**src/rtl/f2u4_pkg.sv**
```systemverilog
package f2u4_pkg;
    localparam int XLEN      = 32;
    localparam int REG_IDX_W = 5;
    localparam int OPC_W     = 7;
    localparam int FN7_W     = 7;
    localparam int RES_W     = 4;
    localparam int EXP_W     = 8;
    localparam int MAN_W     = 23;

    localparam logic [OPC_W-1:0] OPC_OP_FP   = 7'b1010011;
    localparam logic [FN7_W-1:0] FN7_CVT_U4S = 7'b1100001;

    typedef struct packed {
        logic                 vld;
        logic [REG_IDX_W-1:0] rd;
        logic [RES_W-1:0]     res;
    } f2u4_state_t;
endpackage

```
**src/rtl/f2u4_decode.sv**
```systemverilog
module f2u4_decode
    import f2u4_pkg::*;
(
    input  logic                 valid_i,
    input  logic [XLEN-1:0]      word_i,
    output logic                 claim_o,
    output logic [REG_IDX_W-1:0] rd_o
);
    localparam int RD_LSB  = 7;
    localparam int FN7_LSB = XLEN - FN7_W;

    logic opc_hit;
    logic fn7_hit;

    always_comb begin
        opc_hit = (word_i[OPC_W-1:0] == OPC_OP_FP);
        fn7_hit = (word_i[XLEN-1:FN7_LSB] == FN7_CVT_U4S);
        claim_o = valid_i && opc_hit && fn7_hit;
        rd_o    = word_i[RD_LSB +: REG_IDX_W];
    end
endmodule

```
**src/rtl/f2u4_convert.sv**
```systemverilog
module f2u4_convert #(
    parameter int EXP_W = 8,
    parameter int MAN_W = 23,
    parameter int RES_W = 4
) (
    input  logic [EXP_W+MAN_W:0] flt_i,
    output logic [RES_W-1:0]     val_o
);
    localparam int          BIAS    = (1 << (EXP_W - 1)) - 1;
    localparam int          TOP_EXP = BIAS + RES_W - 1;
    localparam logic [EXP_W-1:0] EXP_ONE = EXP_W'(BIAS);
    localparam logic [EXP_W-1:0] EXP_TOP = EXP_W'(TOP_EXP);
    localparam logic [EXP_W-1:0] EXP_MAX = '1;

    logic               sgn;
    logic [EXP_W-1:0]   expo;
    logic [MAN_W-1:0]   frac;
    logic [EXP_W-1:0]   rsh;
    logic [RES_W-1:0]   lead;
    logic               is_nan;

    always_comb begin
        sgn    = flt_i[EXP_W+MAN_W];
        expo   = flt_i[EXP_W+MAN_W-1:MAN_W];
        frac   = flt_i[MAN_W-1:0];
        is_nan = (expo == EXP_MAX) && (frac != '0);
        lead   = {1'b1, frac[MAN_W-1 -: RES_W-1]};
        rsh    = EXP_TOP - expo;
        if (is_nan || sgn) begin
            val_o = '0;
        end else if (expo > EXP_TOP) begin
            val_o = '1;
        end else if (expo < EXP_ONE) begin
            val_o = '0;
        end else begin
            val_o = lead >> rsh;
        end
    end
endmodule

```
**src/rtl/f2u4sat_unit.sv**
```systemverilog
module f2u4sat_unit
    import f2u4_pkg::*;
(
    input  logic        clk_i,
    input  logic        rst_ni,
    input  logic        in_valid_i,
    input  logic [31:0] instr_i,
    input  logic [31:0] rs1_data_i,
    output logic        out_valid_o,
    output logic [4:0]  rd_idx_o,
    output logic [31:0] result_o
);
    logic                 claim;
    logic [REG_IDX_W-1:0] rd_dec;
    logic [RES_W-1:0]     nib;
    f2u4_state_t          st_d;
    f2u4_state_t          st_q;

    f2u4_decode u_dec (
        .valid_i (in_valid_i),
        .word_i  (instr_i),
        .claim_o (claim),
        .rd_o    (rd_dec)
    );

    f2u4_convert #(
        .EXP_W (EXP_W),
        .MAN_W (MAN_W),
        .RES_W (RES_W)
    ) u_cvt (
        .flt_i (rs1_data_i),
        .val_o (nib)
    );

    always_comb begin
        st_d     = '0;
        st_d.vld = claim;
        if (claim) begin
            st_d.rd  = rd_dec;
            st_d.res = nib;
        end
    end

    always_ff @(posedge clk_i) begin
        if (!rst_ni) begin
            st_q <= '0;
        end else begin
            st_q <= st_d;
        end
    end

    assign out_valid_o = st_q.vld;
    assign rd_idx_o    = st_q.rd;
    assign result_o    = {{(XLEN-RES_W){1'b0}}, st_q.res};
endmodule

```
**config.mk**
```make
export PLATFORM = sky130hd
export DESIGN_NAME = f2u4sat_unit
export DESIGN_NICKNAME = d
export VERILOG_FILES = /design/src/rtl/f2u4_pkg.sv /design/src/rtl/f2u4_decode.sv /design/src/rtl/f2u4_convert.sv /design/src/rtl/f2u4sat_unit.sv
export SDC_FILE = /design/constraint.sdc
export NUM_CORES = 1
export LEC_CHECK = 0
export BUFFER_PORTS_ARGS = -buffer_cell sky130_fd_sc_hd__buf_2
export CELL_PAD_IN_SITES_DETAIL_PLACEMENT = 2
export CELL_PAD_IN_SITES_GLOBAL_PLACEMENT = 2
export CORE_UTILIZATION = 13
export DETAILED_ROUTE_END_ITERATION = 8
export PLACE_DENSITY = 0.79
export SETUP_SLACK_MARGIN = 0.15
export SYNTH_ARGS = -nofsm -noshare
export SYNTH_HDL_FRONTEND = slang
export SYNTH_SLANG_ARGS = --single-unit
```
**constraint.sdc**
```tcl
create_clock -name clk_i -period 1.36 [get_ports clk_i]
set_input_delay 0 -clock clk_i [delete_from_list [all_inputs] [get_ports clk_i]]
set_output_delay 0 -clock clk_i [all_outputs]
set_load 0.005 [all_outputs]
```
==> results of run 1 <==
worst max path at each step:
stage	from	endpoint	slack (ps)	cells past startpoint
finish	rs1_data_i[23]	result_o[2]	250	7
global route	rs1_data_i[23]	result_o[2]	170	7
CTS	rs1_data_i[22]	result_o[1]	200	7
detailed placement	rs1_data_i[22]	result_o[0]	-110	7
global placement	rs1_data_i[22]	result_o[2]	10	7
floorplan	rs1_data_i[23]	result_o[2]	330	6
cell usage after synthesis:
cell	count
buf_4	28
dfxtp_1	10
nand2_1	7
nor4_1	6
a21oi_1	5
and2_1	5
nand3_1	4
nand4b_1	2
nor2_1	2
nor2b_1	2
nor4bb_1	2
o2111ai_1	2
a21o_1	1
conb_1	1
ha_1	1
mux2_2	1
mux2i_1	1
nand3b_1	1
nand4_1	1
nand4bb_1	1
nor3_1	1
nor3_2	1
o211ai_1	1
o21ai_0	1
o32ai_2	1
xnor2_1	1
report_power, final:
group          internal, mW  switching (mW)  total [mW]
registers             0.294     0.000000850       0.294
logic                 0.101          0.0860       0.187
clock network         0.254           0.115       0.369
flip-flops by register name (all words and copies together), names as in the netlist:
register     flops
out_valid_o      1
rd_idx_o         5
result_o         4
per-layer routing:
layer,track usage (%),share of wire (%),vias to the layer above
met5,0,0,-
met4,3.96,1.4,0
met3,1.53,5.0,4
met2,17.7,60,39
met1,7.66,33,404
li1,-,-,413
cell type report:
cell class,count,area share (%)
flip-flops and latches,10,16.5
clock buffers,4,4.53
multi-input cells,78,38.4
well taps,72,7.42
repair buffers,73,33.2
timing repair:
item                       4_1_cts  5_1_grt
gates resized for setup          1        3
cloned                           0        0
hold buffers                     5        0
hold endpoints to repair         5        0
pin swaps                        0        2
setup endpoints to repair        4        4
worst max-delay path, cell delays in order:
cell and delay (ps):
buf_2 120, buf_4 150, a21oi_1 170, mux2i_1 110, o32ai_2 370, o2111ai_1 170, a21oi_1 170
kinds of logic (layout without fill, tap and decap cells):
logic type	Yosys count	after routing	share of synthesized area, %
and+or+nand+nor	35	35	28.4
AOI/OAI and AO/OA	11	11	10.5
other	1	28	0.501
DFF	10	10	26.8
adders and majority gates	1	1	1.67
buffers and inverters	28	77	28.1
xor gates and xnor gates	1	1	1.17
muxes	2	2	2.84
per-stage QoR:
| stage | power [mW] | setup TNS, ps | instance area (um2) | util [%] | cells |
|---|---|---|---|---|---|
| after CTS | 0.848 | 0 | 1190 | 21.5 | 237 |
| after floorplan | 0.419 | 0 | 850 | - | 116 |
| after detailed placement | 0.463 | -401 | 1080 | 19.5 | 228 |
| after global routing | 0.899 | 0 | 1210 | 21.9 | 237 |
| final | 0.850 | 0 | 1210 | 21.9 | 237 |
| after global placement | 0.456 | 0 | 1080 | 19.5 | 228 |
==> reports/results.ini, run 1 <==
[run_status]
outcome=finished clean

[worst_hold_path]
hold_end=result_o[3]
hold_path.class=primary input to flip-flop
holdPathStages=3
worstHoldStart=rs1_data_i[31]

[clock_network]
cts_buffers=3
cts_root_buffer=clkbuf_8
clock-sinks=10
cts.htree.levels=1
ctsLongestPathBuffers=2
cts_setup_buffers=0
clk_pin_slew_ps=50
cts_tree=built

[synth]
syn_avg_cell_area_um2=8.41
synth_top_area_share_pct=28.1
yosysUniqueCellTypes=26
netlist_area_um2=748
ys_warn_count=0
synth_cells=89
synth-seq-cells=10
synth.largest_area_cell=buf_4
synth_seq_area_share_pct=26.8
ys_top_cells_by_area=buf_4 (28%), dfxtp_1 (27%), nor4_1 (5.0%)

[global_routing]
grtUsageTotal_pct=8.48
first_global_vias=896
grt_pass1_wl_um=3950
grt_remaining_overflow=0
grt_antenna_before_repair=0
grt_max_degree=9

[worst_setup_path]
critical_path_required_ps=1520
cp_max_fo=8
critical_path_class=primary input to flip-flop
critPathCaptureType=flip-flop
start_kind=primary input
cp.arrival_ps=1270

[sta]
setup_ws_ps=251
rsz0062_at_grt=no
hold_viol=0
max_freq_ghz=0.902
fin_crit_ps=1110
fin_hold_ws_ps=117
timing.final.crit_share_pct=81.5
setup_viol=0
maxSlewViolCount=0

[routing]
vias=860
finalWirelength_um=2650
drc=0
drtIter0Drc=5
viasPerCell=3.63
first_pass_iters=2
final_antenna_net_count=0
wl_per_cell_um=11.2

[floorplanning]
row_count=27
die_area_um2=6060
die_w_um=77.9
die_h_um=77.9
ioPinCount=105
core-area_um2=5540
initial_core_util_pct=13.5

[layout]
num-fill-cells=697
area_growth_pct=62.4
layout.nets=234
layout_common_cells=buf_2 (63), conb_1 (28), dfxtp_1 (10), nand2_1 (7)
multi_input_area_um2=467
layout.area.seq_um2=200
layout_commonest_cell=buf_2
drive_above_1_share_pct=46.7
antennaDiodeCount=0

[place]
io_buffers=63
pre_cts_ws_ps=-107
gp_congestion=0.639
dp_hpwl_um=2260

[job]
maxCapViolCount=0

[pwr]
p_leak_nw=0.603
irDropWorstVdd_mv=0.297
pwr_density_cell_nw_per_um2=700

(Power assumes the default switching activity.)
==> inputs of run 2 (changes only) <==
ABC_AREA = 1   (was not set)
PLACE_DENSITY = 0.78   (was 0.79)
clock period = 1.1 ns   (was 1.36 ns; I/O delays follow)
==> run 2 against run 1 <==
- utilization increased by 0.35 points
- cell area increased by 16%
- flip-flop and latch count unchanged
- sequential share of layout area is 2.2 points lower
- cell count increased by 21%
- die area rose by 13%
- setup slack worse by 120 ps
- first-iteration DRC count increased to 8.2 times the previous value
- critical path type unchanged
==> reports/results.ini, run 2 <==
[layout]
drive_above_1_share_pct=46.2  ; -0.48 points
largest_reg_flops=5  ; unchanged
area_growth_pct=66.0
layout_common_cells=buf_2 (61), conb_1 (28), nand2_1 (20), inv_1 (15), nor2_1 (11)
antennaDiodeCount=0  ; unchanged
num-fill-cells=789  ; +13%
layout.nets=279  ; +19%
layout_commonest_cell=buf_2

[worst_setup_path]
critical_path_class=primary input to flip-flop
start_kind=primary input
cp_max_fo=4  ; -4
critPathCaptureType=flip-flop
cp.arrival_ps=1140  ; -130 ps
critical_path_required_ps=1270  ; -250 ps

[pwr]
pwr-share-clk_pct=40.3  ; -3.2 points
pwr_density_cell_nw_per_um2=805  ; +15%
switchingPower_mw=0.302  ; +50%
design_power_total_mw=1.13  ; +33%
p_comb_share_pct=27.6  ; +5.6 points
p_sw_share_pct=26.7  ; +3.0 points
p_leak_nw=0.764  ; +27%
irDropWorstVdd_mv=0.638  ; +110%
pwr-share-seq_pct=32.1  ; -2.4 points
p_int_mw=0.831  ; +28%

[routing]
vias=1053  ; +22%
finalWirelength_um=3180  ; +20%
wl_per_cell_um=11.1  ; -0.79%
first_pass_iters=4  ; +2
drtIter0Drc=41  ; +36
drc=0  ; unchanged
viasPerCell=3.67  ; +1.1%
final_antenna_net_count=0  ; unchanged

[clock_network]
cts_buffers=3  ; unchanged
cts_tree=built
ctsLongestPathBuffers=2  ; unchanged
cts_root_buffer=clkbuf_8
clk_pin_slew_ps=50  ; about the same
clock-sinks=10  ; unchanged
cts.htree.levels=1  ; unchanged

[global_routing]
grt_remaining_overflow=0  ; unchanged
first_global_vias=1047  ; +17%
grtUsageTotal_pct=9.01  ; +0.53 points
grt_max_degree=7  ; -2
grt_pass1_wl_um=4650  ; +18%
grt_antenna_before_repair=0  ; unchanged

[synth]
synth_top_area_share_pct=24.8  ; -3.3 points
syn_avg_cell_area_um2=6.47  ; -23%
synth-main-ff-cell=dfxtp_1
synth.largest_area_cell=buf_4
synth.most_common_cell=buf_4
synth_seq_area_share_pct=23.6  ; -3.1 points
ys_top_cells_by_area=buf_4 (25%), dfxtp_1 (24%), nand2_1 (11%)
synth-seq-cells=10  ; unchanged
synth_edf_count=0  ; unchanged
yosysUniqueCellTypes=22  ; -15%
synthArstFlopShare_pct=0  ; unchanged
synth_cells=131  ; +47%
ys_warn_count=0  ; unchanged
synth_common_cells=buf_4 (28), nand2_1 (25), inv_1 (15)
netlist_area_um2=847  ; +13%

[sta]
tns_ps=0  ; unchanged
maxSlewViolCount=0  ; unchanged
setup_viol=0  ; unchanged
hold_viol=0  ; unchanged
timing.final.crit_share_pct=88.2
fin_crit_ps=970
rsz0062_at_grt=yes
max_freq_ghz=1.03
fin_hold_ws_ps=90.6  ; -26.2 ps

[run_status]
outcome=finished clean

[place]
gp_congestion=0.684  ; +7.0%
dp_hpwl_um=2640  ; +17%
io_buffers=63  ; unchanged

[floorplanning]
die_h_um=82.7  ; +6.2%
die_w_um=82.7  ; +6.2%
row_count=29  ; +7.4%
core-area_um2=6310  ; +14%
ioPinCount=105  ; unchanged
die_area_um2=6840  ; +13%
initial_core_util_pct=13.4  ; -0.088 points

[worst_hold_path]
hold_path.class=primary input to flip-flop

[job]
maxCapViolCount=0  ; unchanged

==> run 2: cell count changes after synthesis, sizes merged, moves of 3 or more <==
| cell | before | now |
|---|---|---|
| nand2 | 7 | 26 |
| inv | 0 | 17 |
| nor2 | 2 | 16 |
| nand4 | 1 | 7 |
| and2 | 5 | 0 |
| nor3 | 2 | 5 |
==> run 2: kinds of logic (layout without fill, tap and decap cells) <==
group           Yosys count  in the layout  synth area share (%)
compound gates            8              8                  5.17
flops                    10             10                  23.6
fa+ha+maj                 1              1                  1.48
simple gates             64             64                  35.5
xor+xnor                  1              1                  1.03
other cells               1             28                 0.443
buf+inv                  46             98                  32.8
==> run 2: final timing paths <==
check                          start          end  slack, ps  cells after the start
worst max-delay path  rs1_data_i[23]  result_o[1]        130                     13
worst min-delay path  rs1_data_i[31]  result_o[2]         90                      4
==> run 2: metrics by stage <==
step	instances	setup WS [ps]	cell area (um2)	utilization (%)
after global placement	277	-204	1210	19.2
after CTS	287	93.2	1370	21.7
final	287	130	1410	22.3
after floorplan	158	87.0	961	-
after global routing	287	32.1	1410	22.3
after detailed placement	277	-235	1210	19.2
==> run 2: final cells by class <==
| type | count | area (um2) | area share (%) |
|---|---|---|---|
| clock buffers | 4 | 55.1 | 3.91 |
| inverters | 18 | 67.6 | 4.80 |
| multi-input cells | 102 | 538 | 38.3 |
| flip-flops and latches | 10 | 200 | 14.2 |
| well taps | 77 | 96.3 | 6.85 |
| repair buffers | 76 | 449 | 31.9 |
==> run 2: power by group through the flow <==
stage               sequential [mW]  clock, mW  combinational (mW)
floorplan                     0.370          0               0.183
global placement              0.370          0               0.256
detailed placement            0.370          0               0.267
CTS                           0.363      0.475               0.299
global route                  0.363      0.499               0.355
finish                        0.363      0.457               0.313
==> run 2: worst max-delay path: stages <==
cell,delay (ps)
buf_8,100
ha_4,160
nor2_2,70
nand2_1,50
nand2_1,70
nand2_2,70
nor2_4,120
nand2_1,80
nor2_2,130
nand2_1,60
nand2_1,50
nand2_1,60
a21oi_2,120
==> run 2: what timing repair did <==
item                                    4_1_cts  5_1_grt
setup buffers                                 1        0
hold buffers                                  5        0
resized for setup                            11       11
hold endpoints to repair                      5        0
endpoints found under the setup margin        4        4
cloned                                        0        0
pin swaps                                    10        9
==> run 2: per-layer routing <==
metal / up-vias / share of wire (%) / track usage, %
met3: 2 / 6.0 / 1.43
met4: 0 / 0.66 / 3.62
met2: 40 / 60 / 18.4
met1: 491 / 33 / 8.81
li1: 520 / - / -
met5: - / 0 / 0
==> inputs of run 3 (changes only) <==
MAX_ROUTING_LAYER = met4   (was not set)
==> run 3 against run 2 <==
- hold slack got worse by 3.3 ps
- non-clock buffer count did not move
- total power rose by 0.45%
- die area did not move
- largest cell class unchanged
==> reports/results.ini, run 3 (synthesis results as in run 2) <==
[place]
pre_cts_ws_ps=-235  ; unchanged
postPlaceCellArea_um2=1210  ; unchanged
io_buffers=63  ; unchanged
gp_congestion=0.691  ; +1.0%
dp_hpwl_um=2640  ; unchanged

[clock_network]
cts_root_buffer=clkbuf_8
ctsLongestPathBuffers=2  ; unchanged
clk_pin_slew_ps=50  ; about the same
cts.htree.levels=1  ; unchanged
cts_buffers=3  ; unchanged
clock-sinks=10  ; unchanged
cts_tree=built

[layout]
area_growth_pct=66.0  ; unchanged
utilization_pct=22.3  ; unchanged
fin_area_um2=1410  ; unchanged
layout_common_cells=buf_2 (61), conb_1 (28), nand2_1 (20), inv_1 (15), nor2_1 (11)
antennaDiodeCount=0  ; unchanged
drive_above_1_share_pct=46.2  ; unchanged
num-fill-cells=789  ; unchanged
layout.nets=279  ; unchanged
layout_commonest_cell=buf_2
largest_reg_flops=5  ; unchanged

[routing]
first_pass_iters=4  ; unchanged
final_antenna_net_count=0  ; unchanged
viasPerCell=3.69  ; +0.66%
vias=1060  ; +0.66%
drtIter0Drc=26  ; -37%
drc=0  ; unchanged
wl_per_cell_um=11.1  ; +0.22%
finalWirelength_um=3190  ; +0.22%

[worst_setup_path]
start_kind=primary input
cp-startpoint=rs1_data_i[23]
endpoint=result_o[1]
cp.arrival_ps=1140  ; about the same
critical_path_required_ps=1280  ; about the same
critical_path_class=primary input to flip-flop
cp_max_fo=4  ; unchanged
critPathCaptureType=flip-flop

[sta]
rsz0062_at_grt=yes
fin_crit_ps=967  ; -3.43 ps
setup_ws_ps=133  ; +3.43 ps
setup_viol=0  ; unchanged
hold_viol=0  ; unchanged
timing.final.crit_share_pct=87.9  ; -0.31 points
maxSlewViolCount=0  ; unchanged
max_freq_ghz=1.03  ; +0.35%

[pwr]
pwr_density_cell_nw_per_um2=809  ; +0.45%
irDropWorstVdd_mv=0.638  ; about the same
p_leak_nw=0.764  ; unchanged

[floorplanning]
ioPinCount=105  ; unchanged
row_count=29  ; unchanged
die_area_um2=6840  ; unchanged
core-area_um2=6310  ; unchanged
die_h_um=82.7  ; unchanged
initial_core_util_pct=13.4  ; unchanged
die_w_um=82.7  ; unchanged

[global_routing]
grtUsageTotal_pct=9.33  ; +0.32 points
grt_antenna_before_repair=0  ; unchanged
grt_pass1_wl_um=4650  ; unchanged
grt_remaining_overflow=0  ; unchanged
first_global_vias=1056  ; +0.86%
grt_max_degree=7  ; unchanged

[worst_hold_path]
hold_path.class=primary input to flip-flop
worstHoldStart=rs1_data_i[31]

[job]
maxCapViolCount=0  ; unchanged

[run_status]
outcome=finished clean

-- run 3: cell counts in the layout (fill, tap and decap cells not counted) --
No cell type changed its count.
-- run 3: power by group --
part           switching [mW]  internal (mW)
registers         0.000000919          0.363
logic                   0.160          0.153
clock network           0.147          0.315
total                   0.307          0.831
-- run 3: metal layers --
| metal | up-vias | wire [um] | global-route usage [%] |
|---|---|---|---|
| li1 | 520 | - | - |
| met1 | 491 | 1060 | 9.07 |
| met2 | 41 | 1900 | 18.4 |
| met3 | 8 | 177 | 1.32 |
| met4 | 0 | 49 | 3.62 |
| met5 | - | 0 | - |
-- run 3: area by class of cell --
cell class / instances / area, um2 / share of cell area (%)
multi-input cells: 102 / 538 / 38.3
repair buffers: 76 / 449 / 31.9
flip-flops and latches: 10 / 200 / 14.2
well taps: 77 / 96.3 / 6.85
inverters: 18 / 67.6 / 4.80
clock buffers: 4 / 55.1 / 3.91
-- run 3: worst max-delay path, cell delays in order --
cell     delay [ps]
buf_8           100
ha_4            160
nor2_2           70
nand2_1          50
nand2_1          70
nand2_2          70
nor2_4          120
nand2_1          80
nor2_2          130
nand2_1          60
nand2_1          50
nand2_1          60
a21oi_2         120
-- run 3: how the worst min path moves through the flow --
stage	endpoint	slack [ps]	cells after the start
2_1_floorplan	rd_idx_o[0]	110	2
5_1_grt	result_o[0]	90	4
6_report	result_o[2]	90	4
3_3_place_gp	rd_idx_o[3]	220	3
4_1_cts	result_o[0]	90	4
3_5_place_dp	rd_idx_o[3]	230	3
-- run 3: per-stage QoR --
stage / power [mW] / instances / hold slack, ps / setup TNS [ps]
6_report: 1.14 / 287 / 87.3 / 0
5_1_grt: 1.22 / 287 / 93.4 / 0
4_1_cts: 1.14 / 287 / 94.7 / 0
3_5_place_dp: 0.637 / 277 / 228 / -786
3_3_place_gp: 0.627 / 277 / 215 / -527
2_1_floorplan: 0.553 / 158 / 112 / 0
-- run 3: timing repair --
item / 4_1_cts / 5_1_grt
hold buffers: 5 / 0
buffers inserted: 1 / 0
gates cloned: 0 / 0
gates resized for setup: 11 / 11
endpoints found under the setup margin: 4 / 4
endpoints found under the hold margin: 5 / 0
pin swaps: 10 / 9
